File: config.mk
export PLATFORM = sky130hd
export DESIGN_NAME = env_track_gen
export DESIGN_NICKNAME = d
export VERILOG_FILES = /design/src/rtl/envt_pkg.sv /design/src/rtl/envt_ctrl.sv /design/src/rtl/envt_dpath.sv /design/src/rtl/env_track_gen.sv
export SDC_FILE = /design/constraint.sdc
export NUM_CORES = 1
export LEC_CHECK = 0
export ABC_AREA = 1
export BUFFER_PORTS_ARGS = -buffer_cell sky130_fd_sc_hd__buf_2
export CAP_MARGIN = 10
export CORE_ASPECT_RATIO = 1.5
export CORE_MARGIN = 2
export CORE_UTILIZATION = 40
export DETAILED_ROUTE_END_ITERATION = 16
export MAX_ROUTING_LAYER = met4
export PLACE_DENSITY = 0.65
export SYNTH_ARGS = -nofsm -noshare
export SYNTH_HDL_FRONTEND = slang
export SYNTH_SLANG_ARGS = --single-unit
File: constraint.sdc
create_clock -name clk -period 8 [get_ports clk]
set_input_delay 0.4 -clock clk [delete_from_list [all_inputs] [get_ports clk]]
set_output_delay 0.4 -clock clk [all_outputs]
set_load 0.05 [all_outputs]
File: src/rtl/envt_pkg.sv
package envt_pkg;
  typedef struct packed {
    logic frameClose;
    logic loadHeld;
    logic outUpdate;
  } envStrobe_t;

  localparam logic [1:0] MODE_TRACK = 2'b10;
endpackage

File: src/rtl/envt_ctrl.sv
module envt_ctrl
  import envt_pkg::*;
#(
  parameter int HOLD_W = 8
) (
  input  logic              clk,
  input  logic              rstN,
  input  logic              frameEnd,
  input  logic              candGt,
  input  logic [HOLD_W-1:0] holdFrames,
  output envStrobe_t        strobe,
  output logic [HOLD_W-1:0] holdCnt
);
  logic outPend;
  logic expired;

  always_comb begin
    expired           = (holdCnt == '0);
    strobe.frameClose = frameEnd;
    strobe.loadHeld   = frameEnd && (candGt || expired);
    strobe.outUpdate  = outPend;
  end

  always_ff @(posedge clk) begin
    if (!rstN) begin
      outPend <= 1'b0;
      holdCnt <= '0;
    end else begin
      outPend <= frameEnd;
      if (strobe.loadHeld)
        holdCnt <= holdFrames;
      else if (frameEnd)
        holdCnt <= holdCnt - 1'b1;
    end
  end
endmodule

File: src/rtl/envt_dpath.sv
module envt_dpath
  import envt_pkg::*;
#(
  parameter int DATA_W    = 16,
  parameter int STREAMS   = 2,
  parameter int SLOTS     = 16,
  parameter int GAIN_W    = 16,
  parameter int GAIN_FRAC = 14
) (
  input  logic                        clk,
  input  logic                        rstN,
  input  logic                        slotValid,
  input  logic [((STREAMS>1)?$clog2(STREAMS):1)-1:0] slotStream,
  input  logic [$clog2(SLOTS)-1:0]    slotIdx,
  input  logic [DATA_W-1:0]           slotData,
  input  logic [STREAMS*SLOTS-1:0]    chanMask,
  input  logic                        trackOn,
  input  logic                        invertEn,
  input  logic [GAIN_W-1:0]           gainQ,
  input  logic [DATA_W-2:0]           offset,
  input  envStrobe_t                  strobe,
  output logic                        candGt,
  output logic [DATA_W-2:0]           candMag,
  output logic [DATA_W-2:0]           heldMag,
  output logic [DATA_W-1:0]           refOut,
  output logic                        refValid
);
  localparam int STR_W  = (STREAMS > 1) ? $clog2(STREAMS) : 1;
  localparam int MAG_W  = DATA_W - 1;
  localparam int PROD_W = MAG_W + GAIN_W;
  localparam int SCL_W  = PROD_W - GAIN_FRAC;
  localparam int SUM_W  = SCL_W + 1;
  localparam logic [MAG_W-1:0] MAX_MAG = '1;

  logic [STREAMS-1:0] streamHit;
  logic               slotUse;
  logic [MAG_W-1:0]   slotMag;
  logic [MAG_W-1:0]   peakAcc;
  logic [PROD_W-1:0]  prod;
  logic [SCL_W-1:0]   scaled;
  logic [SUM_W-1:0]   sum;
  logic [MAG_W-1:0]   satVal;
  logic [DATA_W-1:0]  offExt;
  logic [DATA_W-1:0]  outNext;

  function automatic logic [MAG_W-1:0] absSat(input logic [DATA_W-1:0] s);
    logic [DATA_W-1:0] neg;
    neg = -s;
    if (!s[DATA_W-1])
      return s[MAG_W-1:0];
    else if (s[MAG_W-1:0] == '0)
      return MAX_MAG;
    else
      return neg[MAG_W-1:0];
  endfunction

  for (genvar s = 0; s < STREAMS; s++) begin : g_stream
    logic [SLOTS-1:0] grpMask;
    assign grpMask      = chanMask[s*SLOTS +: SLOTS];
    assign streamHit[s] = slotValid && (slotStream == STR_W'(s)) && !grpMask[slotIdx];
  end

  always_comb begin
    slotUse = |streamHit;
    slotMag = slotUse ? absSat(slotData) : '0;
    candMag = (slotMag > peakAcc) ? slotMag : peakAcc;
    candGt  = candMag > heldMag;
  end

  always_comb begin
    prod   = PROD_W'(heldMag) * PROD_W'(gainQ);
    scaled = prod[PROD_W-1:GAIN_FRAC];
    sum    = SUM_W'(scaled) + SUM_W'(offset);
    satVal = (sum > SUM_W'(MAX_MAG)) ? MAX_MAG : sum[MAG_W-1:0];
    offExt = {1'b0, offset};
    if (trackOn)
      outNext = {1'b0, satVal};
    else if (invertEn)
      outNext = -offExt;
    else
      outNext = offExt;
  end

  always_ff @(posedge clk) begin
    if (!rstN) begin
      peakAcc  <= '0;
      heldMag  <= '0;
      refOut   <= '0;
      refValid <= 1'b0;
    end else begin
      peakAcc  <= strobe.frameClose ? '0 : candMag;
      if (strobe.loadHeld)
        heldMag <= candMag;
      if (strobe.outUpdate)
        refOut <= outNext;
      refValid <= strobe.outUpdate;
    end
  end
endmodule

File: src/rtl/env_track_gen.sv
module env_track_gen
  import envt_pkg::*;
#(
  parameter int DATA_W    = 16,
  parameter int STREAMS   = 2,
  parameter int SLOTS     = 16,
  parameter int GAIN_W    = 16,
  parameter int GAIN_FRAC = 14,
  parameter int HOLD_W    = 8
) (
  input  logic                     clk,
  input  logic                     rstN,
  input  logic                     slotValid,
  input  logic                     slotStream,
  input  logic [$clog2(SLOTS)-1:0] slotIdx,
  input  logic [DATA_W-1:0]        slotData,
  input  logic                     frameEnd,
  input  logic [STREAMS*SLOTS-1:0] chanMask,
  input  logic [1:0]               pathMode,
  input  logic                     invertEn,
  input  logic [GAIN_W-1:0]        gainQ,
  input  logic [DATA_W-2:0]        offset,
  input  logic [HOLD_W-1:0]        holdFrames,
  output logic [DATA_W-1:0]        refOut,
  output logic                     refValid
);
  envStrobe_t        strobe;
  logic              candGt;
  logic              trackOn;
  logic [HOLD_W-1:0] holdCnt;
  logic [DATA_W-2:0] candMag;
  logic [DATA_W-2:0] heldMag;

  assign trackOn = (pathMode == MODE_TRACK);

  envt_ctrl #(.HOLD_W(HOLD_W)) u_ctrl (
    .clk(clk), .rstN(rstN), .frameEnd(frameEnd), .candGt(candGt),
    .holdFrames(holdFrames), .strobe(strobe), .holdCnt(holdCnt)
  );

  envt_dpath #(
    .DATA_W(DATA_W), .STREAMS(STREAMS), .SLOTS(SLOTS),
    .GAIN_W(GAIN_W), .GAIN_FRAC(GAIN_FRAC)
  ) u_dpath (
    .clk(clk), .rstN(rstN), .slotValid(slotValid), .slotStream(slotStream),
    .slotIdx(slotIdx), .slotData(slotData), .chanMask(chanMask),
    .trackOn(trackOn), .invertEn(invertEn), .gainQ(gainQ), .offset(offset),
    .strobe(strobe), .candGt(candGt), .candMag(candMag), .heldMag(heldMag),
    .refOut(refOut), .refValid(refValid)
  );
endmodule

==> Implementation_results.wiki <==
{| class="wikitable"
! Metric !! Value
|-
| RePlAce Congestion || 0.924
|-
| Via count || 12146
|-
| Worst setup slack after layout || 0.542 ns
|-
| # nets final || 2461
|-
| Pre-CTS setup slack || 0.335 ns
|-
| GRT Resource Usage Total || 23.0%
|-
| Post-synth top area cell || fa_1
|-
| Routed wire length per instance || 15.3 µm
|-
| Seq/Total Area, Yosys || 8.38%
|-
| Grt total ovfl || 0
|-
| Delay of the slowest cell on the worst path || 0.55 ns
|-
| Antenna fix cells || 0
|-
| Total power divided by cell area || 444 nW/µm²
|-
| Overall power after layout || 6.47 mW
|-
| Number of distinct library cells after synthesis || 43
|-
| Filler instances || 3417
|-
| Number of DRC markers after the initial detailed-route iteration || 706
|-
| Post-route setup TNS || 0 ns
|-
| Part of the total power dissipated in sequential elements || 6.4%
|-
| Count of flip-flops with a built-in enable after synthesis || 0
|-
| Height of the die || 228 µm
|-
| Minimum setup slack among reg-to-reg paths || 0.54 ns
|-
| Overall routed net length || 37.7 mm
|-
| CTS tree || built
|-
| Antenna violations before repair || 0
|-
| Worst hold margin || 0.369 ns
|-
| Worst Tran Pin Value || 0.921 ns
|-
| Port Buf Inserts || 115
|-
| Area of the die || 35000 µm²
|-
| Setup-failing EPs final || 0
|-
| Fin. Hold Viols || 0
|-
| Post_cts resized || 0
|-
| P_int || 2.64 mW
|-
| Final instance area || 14600 µm²
|-
| # hold bufs at CTS || 0
|-
| Detail Placement HPWL || 31.9 mm
|-
| Synthesized instance count || 1959
|-
| Number of nets in the synthesized netlist || 2381
|-
| Critical Path Source Type || flip-flop
|-
| Reported max-cap violation count || 0
|-
| Clock slew at reported path FFs || 0.10 ns
|-
| Worst skew pair latency || 0.33 ns
|-
| Cell at the root of the clock tree || clkbuf_16
|-
| Hold Crit Class || in2reg
|-
| Crit-path max FO || 9
|-
| Cell area after placement || 14400 µm²
|-
| Result of the run || finished clean
|-
| Period utilisation layout || 93.2%
|-
| Most used DFF post-synth || dfxtp_1
|-
| Avg Inst Size Synth || 6.83 µm²
|-
| Starting Density || 40.4%
|-
| Area share of the largest cell type after synthesis || 26.9%
|-
| RSZ-0062 raised after global routing || false
|-
| Critical path data required time || 8.21 ns
|-
| Critical Path AT || 7.67 ns
|-
| Maximum buffer depth of the clock tree || 2
|-
| Time the worst path needs with I/O delays and setup || 7.46 ns
|-
| Standard cell core area || 33100 µm²
|-
| Number of clock sinks || 56
|-
| Floorplan die width || 153 µm
|-
| Final core utilization || 43.9%
|-
| Pre-Repair DR Iteration Count || 6
|-
| Placed Instances || 2452
|-
| Std-Cell Rows || 82
|-
| Boundary Pins || 116
|-
| Antenna-violating nets left || 0
|-
| Non-filler instance count after layout || 2460
|-
| Lkg Pwr || 8.94 nW
|-
| Post-synthesis async set-or-reset flop share || 0%
|-
| Cell area after technology mapping || 13400 µm²
|-
| Total clock buffers created by CTS || 5
|-
| Layout cell share with drive strength beyond 1 || 9.80%
|-
| Cell types with the largest area share after synthesis || fa_1 (27%), nand2_1 (15%), inv_1 (14%)
|-
| Top achievable clock speed || 134 MHz
|-
| Classification of the worst setup path || reg2reg
|-
| Maximum number of pins on one net before global-route repair || 33
|-
| Relative slew slack || 38.6%
|-
| Worst-path cell with the longest stage delay || fa_1
|-
| Via count of the first global-routing pass || 12732
|-
| Combinational fraction of design power || 89.8%
|-
| Clock H-tree levels || 2
|-
| Post-CTS setup-driven buffer insertion count || 0
|-
| Type of destination of the critical path || flip-flop
|-
| Layout area overhead || 8.82%
|-
| Dominant cell by count in the synthesized netlist || nand2_1
|-
| Global-route wire length before repair || 63.4 mm
|-
| Synthesis-stage register bit count || 56
|-
| Switch share || 59.2%
|-
| Maximum ir drop on the vdd rail || 0.000767 V
|-
| Routed vias/inst || 4.94
|-
| Synth cell count leaders || nand2_1 (523), inv_1 (494), fa_1 (180)
|-
| Worst clock skew || 0.0286 ns
|-
| Drt drc || 0
|-
| Max Slew Vio Count || 0
|-
| Share of power burned in the clock network || 3.8%
|-
| NetSw || 3.83 mW
|-
| Number of synthesis warnings || 0
|}
[placed cells by master (no fill, tap or decap), drive strengths merged, types with 2 or more instances in the layout]
cell / Yosys / routed
a21o: 3 / 3
a21oi: 114 / 114
a31oi: 20 / 20
and2: 2 / 2
buf: 16 / 148
clkbuf: 59 / 5
clkinv: 4 / 4
clkinvlp: 0 / 2
dfxtp: 56 / 56
fa: 180 / 180
ha: 143 / 143
inv: 496 / 497
nand2: 531 / 531
nand3: 89 / 89
nand4: 9 / 9
nor2: 81 / 81
nor3: 9 / 9
nor4: 4 / 4
o211ai: 9 / 9
o21ai: 73 / 73
o31ai: 5 / 5
or2: 6 / 6
or3: 3 / 3
xnor2: 20 / 20
xor2: 19 / 19
[power groups by stage]
stage	logic, mW	registers [mW]	clock network, mW
3_5_place_dp	5.81	0.416	0
4_1_cts	5.86	0.410	0.257
3_3_place_gp	5.79	0.417	0
5_1_grt	6.62	0.419	0.265
6_report	5.81	0.413	0.247
2_1_floorplan	4.22	0.408	0
[final cells by class]
class,instances,area (µm²),share of cell area (%)
clock inverters,3,26.3,0.180
clock buffers,5,125,0.859
flip-flops and latches,56,1130,7.75
inverters,500,1880,12.9
well taps,420,526,3.61
multi-input cells,1328,10100,69.1
repair buffers,148,823,5.65
[critical path, delay by kind of cell, from the launching register on]
kind / cells / cell delay (ns)
AOI/OAI and AO/OA: 5 / 1.02
xor gates and xnor gates: 2 / 0.58
adders and majority gates: 8 / 3.68
buffers and inverters: 7 / 0.50
DFF: 1 / 0.40
and+or+nand+nor: 11 / 1.10
[per-layer routing]
| metal | vias to the layer above | GRT usage, % | share of wire, % |
|---|---|---|---|
| met1 | 5690 | 25.6 | 39 |
| met2 | 312 | 41.4 | 52 |
| met4 | 0 | 11.5 | 5.8 |
| met5 | - | - | 0 |
| met3 | 104 | 1.52 | 3.6 |
| li1 | 6040 | - | - |
[kinds of logic after synthesis]
group	share of synthesized area, %
xor+xnor	2.55
flops	8.38
buf+inv	16.5
simple gates	23.0
fa+ha+maj	40.3
compound gates	9.21
[worst paths after layout]
kind	from	endpoint	cells after the start
worst max-delay path	u_dpath.heldMag[3]	u_dpath.refOut[10]	33
worst max register to register	u_dpath.heldMag[3]	u_dpath.refOut[10]	33
worst min-delay path	holdFrames[0]	u_ctrl.holdCnt[0]	3
worst min register to register	u_dpath.refOut[15]	u_dpath.refOut[15]	2
[flip-flops by register name, indices dropped and copies added, names as in the netlist]
register / cells
u_ctrl.holdCnt: 8
u_dpath.peakAcc: 15
u_dpath.refOut: 16
u_dpath.refValid: 1
u_ctrl.outPend: 1
u_dpath.heldMag: 15
(Power assumes the default switching activity.)
